## config.mk

```make
export PLATFORM = sky130hd
export DESIGN_NAME = fft_stage_scaler
export DESIGN_NICKNAME = d
export VERILOG_FILES = /design/src/rtl/fft_stage_scaler.sv
export SDC_FILE = /design/constraint.sdc
export NUM_CORES = 1
export LEC_CHECK = 0
export ABC_AREA = 0
export BUFFER_PORTS_ARGS = -buffer_cell sky130_fd_sc_hd__buf_2
export CAP_MARGIN = 0
export CORE_MARGIN = 1.5
export CORE_UTILIZATION = 55
export CTS_BUF_LIST = sky130_fd_sc_hd__clkbuf_8
export DETAILED_ROUTE_END_ITERATION = 10
export PLACE_DENSITY = 0.8
export SLEW_MARGIN = 20
export SYNTH_ARGS = -nofsm -noshare
export SYNTH_HDL_FRONTEND = slang
export SYNTH_SLANG_ARGS = --single-unit
```

## constraint.sdc

```tcl
create_clock -name clk -period 16.7 [get_ports clk]
set_input_delay 0.835 -clock clk [delete_from_list [all_inputs] [get_ports clk]]
set_output_delay 0.835 -clock clk [all_outputs]
set_load 0.03 [all_outputs]
```

## src/rtl/fft_stage_scaler.sv

```systemverilog
module fft_stage_scaler #(
  parameter int DW = 16,
  parameter int GW = 2,
  parameter int LW = 4,
  parameter int MINLOG = 3,
  parameter int MAXLOG = 12,
  localparam int NST = (MAXLOG + 1) / 2,
  localparam int SW = 2 * NST,
  localparam int STW = $clog2(NST + 1),
  localparam int IW = DW + GW
) (
  input  logic                 clk,
  input  logic                 rst,
  input  logic                 start,
  input  logic [LW-1:0]        len_code,
  input  logic [SW-1:0]        sched,
  input  logic [STW-1:0]       stage,
  input  logic                 in_valid,
  input  logic signed [IW-1:0] in_re,
  input  logic signed [IW-1:0] in_im,
  output logic                 out_valid,
  output logic signed [DW-1:0] out_re,
  output logic signed [DW-1:0] out_im,
  output logic                 ovf,
  output logic                 sched_err
);

  localparam logic signed [IW:0] POS_LIM = (IW+1)'((2 ** (DW - 1)) - 1);
  localparam logic signed [IW:0] NEG_LIM = -(IW+1)'(2 ** (DW - 1));

  logic [LW-1:0] len_q, len_new, len_act;
  logic [SW-1:0] sched_q, sched_act;
  logic          range_bad, top_bad;
  logic [1:0]    shamt;

  always_comb begin
    int lc;
    lc = int'(len_code);
    range_bad = (lc < MINLOG) || (lc > MAXLOG);
    if (lc < MINLOG)      len_new = LW'(MINLOG);
    else if (lc > MAXLOG) len_new = LW'(MAXLOG);
    else                  len_new = len_code;
  end

  assign top_bad = len_new[0] &&
    (((sched >> (2 * ((int'(len_new) - 1) / 2))) & SW'(2)) != '0);

  assign len_act   = start ? len_new : len_q;
  assign sched_act = start ? sched   : sched_q;

  always_comb begin
    logic [1:0] fld;
    fld = 2'(sched_act >> (2 * int'(stage)));
    if (len_act[0] && (int'(stage) == (int'(len_act) - 1) / 2) && fld[1])
      shamt = 2'd1;
    else
      shamt = fld;
  end

  function automatic logic [DW:0] scale_sat(input logic signed [IW-1:0] x,
                                            input logic [1:0] k);
    logic signed [IW:0] ext, rnd, shd;
    ext = {x[IW-1], x};
    rnd = (k == 2'd0) ? '0 : (IW+1)'(1) <<< (k - 2'd1);
    shd = (ext + rnd) >>> k;
    if (shd > POS_LIM)      return {1'b1, POS_LIM[DW-1:0]};
    else if (shd < NEG_LIM) return {1'b1, NEG_LIM[DW-1:0]};
    else                    return {1'b0, shd[DW-1:0]};
  endfunction

  logic [DW:0] re_s, im_s;
  assign re_s = scale_sat(in_re, shamt);
  assign im_s = scale_sat(in_im, shamt);

  always_ff @(posedge clk or posedge rst) begin
    if (rst) begin
      len_q     <= LW'(MINLOG);
      sched_q   <= '0;
      sched_err <= 1'b0;
    end else if (start) begin
      len_q     <= len_new;
      sched_q   <= sched;
      sched_err <= range_bad | top_bad;
    end
  end

  always_ff @(posedge clk or posedge rst) begin
    if (rst) begin
      out_valid <= 1'b0;
      out_re    <= '0;
      out_im    <= '0;
      ovf       <= 1'b0;
    end else begin
      out_valid <= in_valid;
      if (in_valid) begin
        out_re <= re_s[DW-1:0];
        out_im <= im_s[DW-1:0];
      end
      ovf <= (ovf & ~start) | (in_valid & (re_s[DW] | im_s[DW]));
    end
  end

endmodule

```

==> results.ini, run 1 <==
[worst_hold_path]
hp-class=reg -> reg

[worst_setup_path]
crit_fanout=35
cp_common_cell=ha_1
cpPeakStageDelay_ns=0.54
crit_type=in -> reg
slowest_stage=a2111oi_2
crit_path_end_kind=register
required_ns=16.87
startpoint_type=primary input
arrival_ns=7.85

[placement]
portBuffers=93
gp_congestion=0.926
dp_hpwl_mm=9.66
dpl-instance-area_sq_um=5240
place_inst=749

[clocking]
clockBufferDepth=2
ctsResizeCount=0
cts_hold_buf=0
clock_sinks=51
cts_tree=done
cts_buffers=5
ctsRootBufferMaster=clkbuf_8
htree_levels=2
cts_setup_buffers=0
clk_latency_ns=0.30
clk_pin_slew_worst_paths_ns=0.09

[final_layout]
final_area_sq_um=5340
post-route-util=0.640
final_cells=757
syn_to_final_growth_pct=11.3
final_layout_size_suffix_gt1_frac=0.233
finalNetCount=729
diodes=0

[sta]
period_minus_slack_ns=7.68
hold_viol_final=0
setup_tns_ns=0
slew-limit-headroom=0.407
fmax_mhz=130
drv_slew=0
rsz0062_at_grt=no
tightestPinTransition_ns=0.888
setup_violations=0
hold_slack_ns=0.512
finalClockSkew_ns=0.00597
finalCritPeriodShare=0.460

[synth]
yosys_warnings=0
synth_async_sr_flop_share=1.00
synth-seq-area-share=0.267
synth_enable_flop_cells=0
synth-seq-cells=51
yosysUniqueCellTypes=74
avgSynthCellArea_sq_um=8.24
synthCells=582
yosys_most_used_dff=dfrtp_1
netlist_area_sq_um=4800

[global_routing]
antenna_found_initial=0
overflow=0
grtUsageTotal=0.276
grt_max_degree=52
grt_pass1_vias=4190
grt_pass1_wl_mm=20.2

[floorplanning]
placeableCoreArea_sq_um=8340
start_util=0.575
pin_count=94
die_h_um=96.4
rows=33
die-area_sq_um=9290
die_w_um=96.4

[route]
ant_nets=0
wl_per_cell_um=16.8
drtPass1Iterations=5
drc_errors=0
viasPerCell=6.23
routed_wl_mm=12.7
drt_iter0_markers=294
vias=4714

[power]
ir_drop_mv=0.0355
intPower_mw=0.254
combPwrFrac=0.485
p_leak_nw=2.21
p_sw_frac=0.432
power_switching_mw=0.193
p_clk_frac=0.168
power_frac_seq=0.347
pwr_density_cell_nw_per_um2=83.6

[flow_run]
cap_violations=0

[run_status]
status=finished, final reports clean

cells in the final DEF, fill, tap and decap left out, types with 3 or more instances in the layout:
cell type,netlist,routed
a211oi_1,5,5
a21oi_1,45,45
a311o_1,3,3
a31oi_1,7,7
and2_1,5,5
and3_1,8,8
and4_1,3,3
buf_2,13,93
buf_4,3,3
clkbuf_8,0,6
conb_1,2,7
dfrtp_1,49,49
ha_1,17,17
inv_1,19,18
mux2_2,21,21
mux2i_1,19,19
mux4_2,5,5
nand2_1,53,53
nand2b_1,10,10
nand3_1,22,22
nand3b_1,4,4
nand4_1,6,6
nor2_1,62,62
nor2b_1,5,5
nor3_1,22,22
o211ai_1,18,18
o21ai_0,22,22
o21ai_1,3,3
o22a_1,8,8
o22ai_1,10,9
o311ai_1,4,4
or2_2,3,3
xnor2_1,22,22
xor2_1,11,11
critical path, delay by kind of cell:
family | cells | cell delay (ns)
adder cells (fa/ha/maj) | 6 | 1.38
AND/OR/NAND/NOR | 12 | 2.60
AO/OA/AOI/OAI | 7 | 2.14
buffers and inverters | 3 | 0.63
XOR/XNOR | 1 | 0.24
kinds of logic after synthesis:
family                   count (synthesis)  synth area share
AND/OR/NAND/NOR                        215             0.217
AO/OA/AOI/OAI                          155             0.221
buffers and inverters                   58            0.0574
flip-flops                              51             0.267
multiplexers                            47             0.118
XOR/XNOR                                34            0.0637
adder cells (fa/ha/maj)                 20            0.0548
other                                    2           0.00157
sequential cells by signal, indices dropped and copies added, names as in the netlist:
signal,cells
len_q,4
out_im,16
sched_q,12
sched_err,1
out_re,16
out_valid,1
ovf,1
per-stage QoR:
stage	worst slack (ns)	power, mW
6_report	9.02	0.446
5_1_grt	8.43	0.473
4_1_cts	9.14	0.444
3_5_place_dp	8.83	0.369
3_3_place_gp	9.15	0.364
2_1_floorplan	9.98	0.313
worst paths after layout:
kind	from	to	slack, ns	cells past startpoint
setup / recovery	start	out_im[7]	9.02	29
hold reg to reg	sched_q[9]	sched_q[9]	0.51	1
hold / removal	sched_q[9]	sched_q[9]	0.51	1
min in group asynchronous	rst	out_re[2]	0.66	2
setup reg to reg	len_q[0]	out_im[7]	9.81	28
max in group asynchronous	rst	sched_q[10]	15.52	2
layer usage:
layer / wire [um] / global-route usage / vias up
met5: 0 / 0 / -
met4: 243 / 0.0894 / 0
met3: 924 / 0.0290 / 23
met2: 5730 / 0.426 / 208
met1: 5820 / 0.406 / 2226
li1: - / - / 2257
layout make-up:
class / count / area, sq um
timing repair buffer: 96 / 488
clock inverter: 2 / 16.3
fill: 759 / 3000
clock buffer: 6 / 82.6
multi-input combinational: 478 / 3270
inverter: 19 / 72.6
tap: 105 / 131
sequential: 51 / 1280
synthesized netlist by cell type, drive strengths merged, types with 10 or more instances:
library cell  number  area share
o21ai             27       0.030
mux2              22       0.052
nor3              22       0.023
nor2              64       0.052
nand2             54       0.044
inv               19       0.015
nand3             22       0.023
a21oi             45       0.047
xor2              12       0.023
mux2i             20       0.043
buf               23       0.030
xnor2             22       0.040
clkbuf            16       0.013
ha                17       0.044
dfrtp             49        0.26
o211ai            18       0.028
o22ai             11       0.016
nand2b            10       0.013
power groups by stage:
stage	sequential (mW)	combinational, mW	clock, mW
final	0.155	0.217	0.0749
after global routing	0.157	0.235	0.0810
after CTS	0.155	0.213	0.0758
after detailed placement	0.157	0.212	0
after global placement	0.156	0.207	0
after floorplan	0.187	0.126	0
No activity file was read; power rests on OpenSTA's default activity.
==> run 2, diff against run 1 <==
==> constraint.sdc (replaced) <==
create_clock -name clk -period 7.9 [get_ports clk]
set_input_delay 0.395 -clock clk [delete_from_list [all_inputs] [get_ports clk]]
set_output_delay 0.395 -clock clk [all_outputs]
set_load 0.03 [all_outputs]
==> run 2 against run 1 <==
Net effect:
- sequential power up 110%
- critical endpoint is now ovf
- critical path depth increased by 1
- power increased by 120%
- largest power group unchanged
- hold slack lost 0.28 ns
- clock skew is essentially flat
- worst setup slack worse by 8.1 ns
- sequential share of layout area shrank 0.25 points
- via count down 0.34%
- die area unchanged
- clock-buffer cell count down 1
- sequential cell count unchanged
- clock power grew to 2.8 times the previous value
==> results.ini, run 2 (synthesis gave the netlist of run 1 again) <==
[run_status]
status=finished, final reports clean

[sta]
fmax_mhz=143
hold_viol_final=0
drv_slew=0
setup_violations=0
slew-limit-headroom=0.411
rsz0062_at_grt=no
finalCritPeriodShare=0.884
tightestPinTransition_ns=0.883
finalClockSkew_ns=0.00636
hold_slack_ns=0.229
setup_tns_ns=0
period_minus_slack_ns=6.98

[flow_run]
cap_violations=0

[placement]
gp_congestion=0.925
portBuffers=93
dp_hpwl_mm=9.73
place_inst=752

[final_layout]
syn_to_final_growth_pct=12.4
final_layout_size_suffix_gt1_frac=0.235
post-route-util=0.647
finalNetCount=732
top_regs=out_im (16), out_re (16), sched_q (12)
multi_input_area_sq_um=3270
num-fill-cells=741
mostFrequentLayoutCells=buf_2, nor2_1, nand2_1, dfrtp_1, a21oi_1
diodes=0
final_common_cell=buf_2
final_cells=760
seq_area_sq_um=1280

[power]
finalPower_mw=0.998
ir_drop_mv=0.0851
combPwrFrac=0.460
p_sw_frac=0.407
p_leak_nw=2.25
intPower_mw=0.592
p_clk_frac=0.212
pwr_density_cell_nw_per_um2=185
power_switching_mw=0.406
power_frac_seq=0.328

[clocking]
cts_setup_buffers=0
clk_pin_slew_worst_paths_ns=0.09
cts_buffers=5
cts_tree=done
ctsRootBufferMaster=clkbuf_8
ctsResizeCount=0
htree_levels=2
clock_sinks=51
clockBufferDepth=2
cts_hold_buf=0
clk_latency_ns=0.31

[worst_setup_path]
crit_path_end_kind=register
cp_common_cell=ha_1
crit_type=in -> reg
cpPeakStageDelay_ns=0.54
startpoint_type=primary input
slowest_stage=a2111oi_2
crit_fanout=12
required_ns=8.07
arrival_ns=7.15

[route]
vias=4698
ant_nets=0
routed_wl_mm=12.6
drtPass1Iterations=5
viasPerCell=6.18
wl_per_cell_um=16.6
drc_errors=0
drt_iter0_markers=326

[floorplanning]
die_h_um=96.4
die_w_um=96.4
placeableCoreArea_sq_um=8340
rows=33
start_util=0.575
die-area_sq_um=9290
pin_count=94

[global_routing]
grtUsageTotal=0.282
antenna_found_initial=0
grt_max_degree=52
grt_pass1_vias=4161
overflow=0
grt_pass1_wl_mm=20.4

[worst_hold_path]
hp-class=in -> async

run 2: layout make-up:
cell class | instances | area share
clock buffer | 5 | 0.0128
clock inverter | 3 | 0.0118
inverter | 19 | 0.0135
multi-input combinational | 478 | 0.606
sequential | 51 | 0.237
tap | 105 | 0.0244
timing repair buffer | 99 | 0.0947
run 2: metal layers:
| metal | up-vias | global-route usage | wire length [um] |
|---|---|---|---|
| met3 | 12 | 0.0258 | 900 |
| met1 | 2232 | 0.422 | 5850 |
| li1 | 2264 | - | - |
| met5 | - | 0 | 0 |
| met2 | 190 | 0.442 | 5770 |
| met4 | 0 | 0.0604 | 134 |
run 2: critical path: cells and delay by family:
kind            cells  cell delay, ns
fa+ha+maj           6            1.48
buf+inv             3            0.31
compound gates      8            2.55
xor+xnor            1            0.15
simple gates       12            2.23
run 2: final timing paths:
path / startpoint / to / slack (ns) / cells after the start
max in group asynchronous: rst / out_im[6] / 7.14 / 2
min in group clk: sched[6] / sched_q[6] / 0.33 / 2
min: rst / out_re[6] / 0.23 / 2
max: len_code[0] / ovf / 0.92 / 30
min reg2reg: out_im[10] / out_im[10] / 0.50 / 1
max reg2reg: len_q[0] / ovf / 1.18 / 28
run 2: power by group through the flow:
stage	Sequential [mW]	Combinational [mW]	Clock [mW]
finish	0.327	0.459	0.212
global route	0.332	0.501	0.224
CTS	0.327	0.453	0.213
detailed placement	0.332	0.451	0
global placement	0.330	0.442	0
floorplan	0.396	0.266	0
run 2: metrics by stage:
step	worst slack (ns)	cell area (sq um)
finish	0.920	5390
CTS	1.03	5390
global placement	1.04	5260
global route	0.320	5390
floorplan	1.62	4810
detailed placement	0.706	5260
